$ cat config.mk
export PLATFORM = sky130hd
export DESIGN_NAME = dac_frame_writer
export DESIGN_NICKNAME = d
export VERILOG_FILES = /design/src/rtl/dac_frame_writer.sv
export SDC_FILE = /design/constraint.sdc
export NUM_CORES = 1
export LEC_CHECK = 0
export CAP_MARGIN = 30
export CORE_ASPECT_RATIO = 1.5
export CORE_MARGIN = 2
export CORE_UTILIZATION = 35
export DETAILED_ROUTE_END_ITERATION = 7
export PLACE_DENSITY_LB_ADDON = 0.12
export SETUP_SLACK_MARGIN = 0.1
export SLEW_MARGIN = 20
export SYNTH_ARGS = -nofsm -noshare
export SYNTH_HDL_FRONTEND = slang
export SYNTH_SLANG_ARGS = --single-unit
$ cat constraint.sdc
create_clock -name clk -period 2.5 [get_ports clk]
set_input_delay 0.375 -clock clk [delete_from_list [all_inputs] [get_ports clk]]
set_output_delay 0.375 -clock clk [all_outputs]
set_load 0.03 [all_outputs]
$ cat src/rtl/dac_frame_writer.sv
module dac_frame_writer #(
  parameter int DIV_HALF     = 2,
  parameter int BYTE_PAUSE   = 0,
  parameter int GAP_CLKS     = 2,
  parameter int WAKE_CLKS    = 100,
  parameter bit LSB_FIRST_IN = 1'b0
) (
  input  logic        clk,
  input  logic        rst,
  input  logic        in_valid,
  output logic        in_ready,
  input  logic [15:0] in_code,
  input  logic [1:0]  in_mode,
  output logic        sclk,
  output logic        sync_n,
  output logic        sdo
);
  localparam int LONG_HALF = DIV_HALF + BYTE_PAUSE;
  localparam int CMAX = (LONG_HALF > GAP_CLKS)
                      ? ((LONG_HALF > WAKE_CLKS) ? LONG_HALF : WAKE_CLKS)
                      : ((GAP_CLKS > WAKE_CLKS) ? GAP_CLKS : WAKE_CLKS);
  localparam int CW = $clog2(CMAX + 1);
  localparam logic [CW-1:0] HALF_M1 = CW'(DIV_HALF - 1);
  localparam logic [CW-1:0] LONG_M1 = CW'(LONG_HALF - 1);
  localparam logic [CW-1:0] GAP_M1  = CW'(GAP_CLKS - 1);
  localparam logic [CW-1:0] WAKE_M1 = CW'(WAKE_CLKS - 1);
  localparam logic [5:0]    LAST_PH = 6'd48;

  typedef enum logic [1:0] {S_IDLE, S_SEND, S_GAP, S_WAKE} st_t;

  st_t          st;
  logic [CW-1:0] cnt;
  logic [5:0]   ph;
  logic [23:0]  shreg;
  logic         sclk_q, sync_q, sdo_q;
  logic         asleep, wake_due;
  logic [15:0]  code_fix;

  generate
    if (LSB_FIRST_IN) begin : g_mirror
      for (genvar i = 0; i < 8; i++) begin : g_bit
        assign code_fix[i]     = in_code[7 - i];
        assign code_fix[8 + i] = in_code[15 - i];
      end
    end else begin : g_direct
      assign code_fix = in_code;
    end
  endgenerate

  assign in_ready = (st == S_IDLE);
  assign sclk     = sclk_q;
  assign sync_n   = sync_q;
  assign sdo      = sdo_q;

  always_ff @(posedge clk) begin
    if (rst) begin
      st       <= S_IDLE;
      cnt      <= '0;
      ph       <= '0;
      shreg    <= '0;
      sclk_q   <= 1'b0;
      sync_q   <= 1'b1;
      sdo_q    <= 1'b0;
      asleep   <= 1'b0;
      wake_due <= 1'b0;
    end else begin
      case (st)
        S_IDLE: begin
          if (in_valid) begin
            shreg    <= {6'b0, in_mode, code_fix};
            sync_q   <= 1'b0;
            sclk_q   <= 1'b0;
            sdo_q    <= 1'b0;
            ph       <= '0;
            cnt      <= HALF_M1;
            wake_due <= asleep && (in_mode == 2'b00);
            asleep   <= (in_mode != 2'b00);
            st       <= S_SEND;
          end
        end
        S_SEND: begin
          if (cnt != '0) begin
            cnt <= cnt - 1'b1;
          end else if (ph == LAST_PH) begin
            sync_q <= 1'b1;
            sdo_q  <= 1'b0;
            cnt    <= GAP_M1;
            st     <= S_GAP;
          end else begin
            ph <= ph + 1'b1;
            if (!ph[0]) begin
              sclk_q <= 1'b1;
              sdo_q  <= shreg[23];
              shreg  <= {shreg[22:0], 1'b0};
              cnt    <= HALF_M1;
            end else begin
              sclk_q <= 1'b0;
              cnt    <= (ph == 6'd15 || ph == 6'd31) ? LONG_M1 : HALF_M1;
            end
          end
        end
        S_GAP: begin
          if (cnt != '0) begin
            cnt <= cnt - 1'b1;
          end else if (wake_due) begin
            wake_due <= 1'b0;
            cnt      <= WAKE_M1;
            st       <= S_WAKE;
          end else begin
            st <= S_IDLE;
          end
        end
        S_WAKE: begin
          if (cnt != '0) cnt <= cnt - 1'b1;
          else           st  <= S_IDLE;
        end
        default: st <= S_IDLE;
      endcase
    end
  end
endmodule

; ---- After elaboration in Yosys (flattened, before gate mapping)
; Index checks and enable logic that the tools add are counted.
[word_totals]
ff_bits = 44
latch_bits = 0
ramBits = 0
rom_bits = 0
inputBits = 21
out_inout_bits = 4
elab_cells = 77
n_memories = 0
[classes]
addsub = 2
mul = 0
div = 0
magnitude_cmp = 0
eq_ne = 14
shift = 0
n_mux = 37
n_bitwise = 0
n_reduce_logical = 15
[op_table]
columns = op, n
row1 = two-way mux 24 bit, 4
row2 = case mux 24 bit (2 select lines), 1
row3 = two-way mux 7 bit, 5
row4 = case mux 7 bit (4 select lines), 1
row5 = two-way mux 6 bit, 3
row6 = inequality test 2 bit (second input constant), 8
row7 = two-way mux 2 bit, 6
row8 = case mux 6 bit (2 select lines), 1
row9 = AND reduction 4 bit, 3
row10 = two-way mux 1 bit, 11
row11 = AND reduction 5 bit, 2
row12 = case mux 1 bit (2 select lines), 4
row13 = case mux 2 bit (4 select lines), 1
row14 = nonzero test 7 bit, 1
row15 = subtractor 7 x 1 -> 7 bit (second input constant), 1
row16 = adder 6 x 1 -> 6 bit (second input constant), 1
row17 = == test 6 bit (second input constant), 1
row18 = inequality test 3 bit (second input constant), 2
row19 = AND reduction 3 bit, 2
row20 = nonzero test 2 bit, 3
row21 = == test 2 bit (second input constant), 2
row22 = zero test 2 bit, 2
row23 = == test 2 x 1 -> 1 bit (second input constant), 1
row24 = AND reduction 2 bit, 1
row25 = logical AND 1 bit, 1

; ---- Longest topological paths before layout
[logic_depth]
word_depth = 4
mapped_depth = 9
depth_no_buf = 7

; ---- Worst setup path before layout
; OpenSTA, ideal clock, no wires.
[synth_timing]
kind = register to register
start = reg ph[0]
end = reg shreg[11]
setup_ps = 88
arrival_time_ps = 1907
required_ps = 2412
slack_ps = 504
path_stages_with_launch = 10
path_buffers = 2
period_less_slack_ps = 1996
path_cell_list = dfxtp_1 -> inv_1 -> ha_1 -> nor2b_1 -> a21oi_1 -> a21o_1 -> buf_6 -> buf_8 -> nor2_1 -> a311oi_2
[synth_between]
elab_chain_len = 3
elab_cells_between_ends = 4
classes_between = 3 x eq/ne / 1 x reduce/logical
[synth_lines]
columns = element, line
row1 = from (decl), 33  ; logic [5:0] ph;
row2 = from (signal assigned), 90  ; ph <= ph + 1'b1;
row3 = == test 6 bit, 84  ; end else if (ph == LAST_PH) begin
row4 = inequality test 2 bit (no line), n/a
row5 = AND reduction 5 bit (no line) (*), n/a
row6 = to (signal assigned), 70  ; shreg <= {6'b0, in_mode, code_fix};
row7 = to (signal assigned), 94  ; shreg <= {shreg[22:0], 1'b0};
row8 = to (decl), 34  ; logic [23:0] shreg;
; Every way passes the cells marked *; elsewhere a longest branch is shown, timed or not.
; A chain may end at the register's enable or synchronous reset.

; ---- Worst setup path in the final report
[layout_timing]
start = reg cnt[2]
end = reg shreg[5]
[layout_between]
elab_chain_len = 3
[layout_lines]
columns = element, line
row1 = from (decl), 32  ; logic [CW-1:0] cnt;
row2 = from (signal assigned), 83  ; cnt <= cnt - 1'b1;
row3 = from (signal assigned), 98  ; cnt <= (ph == 6'd15 || ph == 6'd31) ? LONG_M1 : HALF_M1;
row4 = from (signal assigned), 104  ; cnt <= cnt - 1'b1;
row5 = nonzero test 7 bit, 82  ; if (cnt != '0) begin
row6 = inequality test 2 bit (no line), n/a
row7 = AND reduction 5 bit (no line), n/a
; Every way passes these cells.

==> summary.md <==
| Metric | Value |
|---|---|
| Run status | complete, no violations |
| Number of synthesis warnings | 0 |
| WP data required | 2.71 ns |
| Initial antenna violation count | 0 |
| PortBufs | 24 |
| Share of synthesized registers carrying an async set or reset | 0% |
| Core region area | 6441 sq um |
| Share of cells above drive strength 1 | 13.29% |
| Proportion of netlist area held by the largest area contributor | 37.49% |
| Antenna Diode Count | 0 |
| Largest net degree at the start of global routing | 35 |
| Total design power | 1.610 mW |
| Via count of the first global-routing pass | 1804 |
| First-pass GRT wire length | 8.562 mm |
| Kind of launch point of the worst setup path | register |
| Standard-cell rows | 36 |
| Layout fillers | 674 |
| Synthesized area divided by synthesized cell count | 8.599 sq um |
| Switch share | 31.47% |
| Clock sink total | 43 |
| Worst setup path category | reg2reg |
| Pint | 1.103 mW |
| Number of hold violations in the final report | 0 |
| Area leader, netlist | dfxtp_1 |
| Initial cell density of the core | 35.64% |
| Setup Fix Bufs, Post-CTS | 0 |
| Total power per unit cell area | 607.9 nW/um^2 |
| Number of gates resized after CTS | 0 |
| Share of the core filled with cells in the final layout | 41.10% |
| Proportion of power drawn by flip-flops and latches | 48.3% |
| Total Neg Setup Slack | 0 ns |
| Net Sw Power | 506.6 uW |
| Worst-margin pin slew | 0.6326 ns |
| Yosys cell types | 49 |
| Die Span X | 70.13 um |
| Max capacitance violation total | 0 |
| Leakage dissipation | 0.9436 nW |
| Final clock period utilization by the worst path | 84.76% |
| Post-synth net total | 292 |
| Syn Std Cell Area | 2296 sq um |
| WP data arrival | 2.33 ns |
| Max Root-Sink Buffers | 2 |
| Total gr overflow | 0 |
| Total wire length after detailed routing | 5.157 mm |
| Total track usage | 14.75% |
| Number of hold-repair buffers added at the cts stage | 0 |
| Clock latency reported for the late side of the worst-skew pair | 0.30 ns |
| RD Place Congestion | 0.7585 |
| Setup WS post-layout | 0.3809 ns |
| Setup skew after layout | 0.005147 ns |
| Number of synthesized register bits | 43 |
| Hold Path Class | reg2reg |
| Peak supply drop | 0.0002633 V |
| Clock slew at reported path FFs | 0.08 ns |
| H-Tree Level Count | 2 |
| Number of enable flip-flop cells after synthesis | 0 |
| Source of the critical timing path | cnt[2] |
| DP Worst Slack | 0.3674 ns |
| Iteration-0 DRC count of the detailed router | 76 |
| Antenna-violating nets left | 0 |
| Setup-failing EPs final | 0 |
| Total vias in the final route | 1913 |
| Top cells by area in the synthesized netlist | dfxtp_1, a311oi_2, nand2_1, nor2_1, a21oi_1 |
| Root buffer cell | clkbuf_8 |
| Min-Delay Startpoint | shreg[1] |
| Top_reg_cell synth | dfxtp_1 |
| Synthesized netlist cell count | 267 |
| Clock tree from TritonCTS | yes |
| Die area | 7237 sq um |
| Relative max-transition margin | 57.82% |
| Pins Over Slew Limit | 0 |
| Worst r2r src | cnt[2] |
| Fraction of power consumed by combinational cells | 24.5% |
| Total clock buffers created by CTS | 5 |
| RSZ-0062 raised after global routing | false |
| Die extent in y | 103.2 um |
| Largest driver fanout on the critical path | 34 |
| Most frequent standard cell in the layout excluding fill and tap cells | nand2_1 |
| Detailed placement HPWL | 3.610 mm |
| Clock power frac | 27.1% |
| Type of element capturing the critical path | register |
| Via count normalized by instance count | 5.285 |
| Seq/Total Area, Yosys | 37.49% |
| Drt drc | 0 |
| Top achievable clock speed | 471.9 MHz |
| WL/cell | 14.25 um |
| Number of search-and-repair iterations in the first detailed-routing pass | 4 |
| Area growth from synthesis to final layout | 15.31% |
| Net count, final | 310 |
| Number of top-level pins | 25 |
| Post-layout minimum cycle time | 2.119 ns |
| Top library cells by usage in the layout, fill and taps aside | nand2_1, dfxtp_1, nor2_1, clkdlybuf4s50_1, a21oi_1 |
## synthesized netlist by cell type, types with 4 or more instances
cell	number
inv_1	6
a31oi_1	4
clkbuf_1	12
nor2_1	40
ha_1	4
or3_1	4
a311oi_2	13
nand2_1	45
nor3_1	8
nand2b_1	8
a21oi_1	15
dfxtp_1	43
a311oi_1	5
a22oi_1	8
## worst paths after layout
kind	cells after the start	to	slack (ns)
max reg2reg	6	shreg[5]	0.38
max	6	shreg[5]	0.38
min	2	shreg[2]	0.48
min reg2reg	2	shreg[2]	0.48
## worst max-delay path: stages, from the launching register on
cell and delay [ns]:
dfxtp_1 0.36, or3_1 0.54, nor4_4 0.39, a21o_1 0.21, buf_12 0.21, nor2_1 0.07, a311oi_2 0.24
## power groups by stage
stage	Combinational [mW]	Sequential [mW]	Clock, mW
finish	0.395	0.778	0.437
global route	0.439	0.785	0.474
CTS	0.400	0.778	0.449
detailed placement	0.398	0.794	0
global placement	0.397	0.793	0
floorplan	0.319	0.785	0
## state kept, by name, indices dropped and copies added, names as in the netlist
| register | count |
|---|---|
| asleep | 1 |
| wake_due | 1 |
| sdo | 1 |
| sync_n | 1 |
| ph | 6 |
| shreg | 24 |
| st | 2 |
| cnt | 7 |
## final cells by class
class                   count  area, sq um  area share (%)
clock buffers               7        76.32           2.883
well taps                  76        95.09           3.592
multi-input cells         199         1295           48.91
inverters                   6        22.52          0.8507
clock inverters             1        5.005          0.1890
repair buffers             30        292.8           11.06
flip-flops and latches     43        860.8           32.51
## per-stage QoR
| step | hold slack (ns) | instances | cell area [sq um] |
|---|---|---|---|
| after detailed placement | 0.4755 | 354 | 2566 |
| after CTS | 0.4842 | 362 | 2648 |
| after global placement | 0.4738 | 354 | 2566 |
| final | 0.4834 | 362 | 2648 |
| after global routing | 0.5163 | 362 | 2648 |
| after floorplan | 0.4536 | 267 | 2296 |
## routing by layer
metal | GRT usage, % | share of wire, % | vias up
li1 | - | - | 983
met1 | 17.35 | 45 | 899
met5 | 0 | 0 | -
met2 | 27.03 | 51 | 25
met3 | 2.326 | 2.0 | 6
met4 | 5.621 | 1.6 | 0
## cell families after synthesis
family	after synthesis	synth area share, %
and+or+nand+nor	127	27.19
AOI/OAI and AO/OA	61	24.20
DFF	43	37.49
buffers and inverters	25	6.103
xor gates and xnor gates	4	1.526
adders and majority gates	4	2.180
muxes	3	1.308
Power figures use the tool's default switching activity.
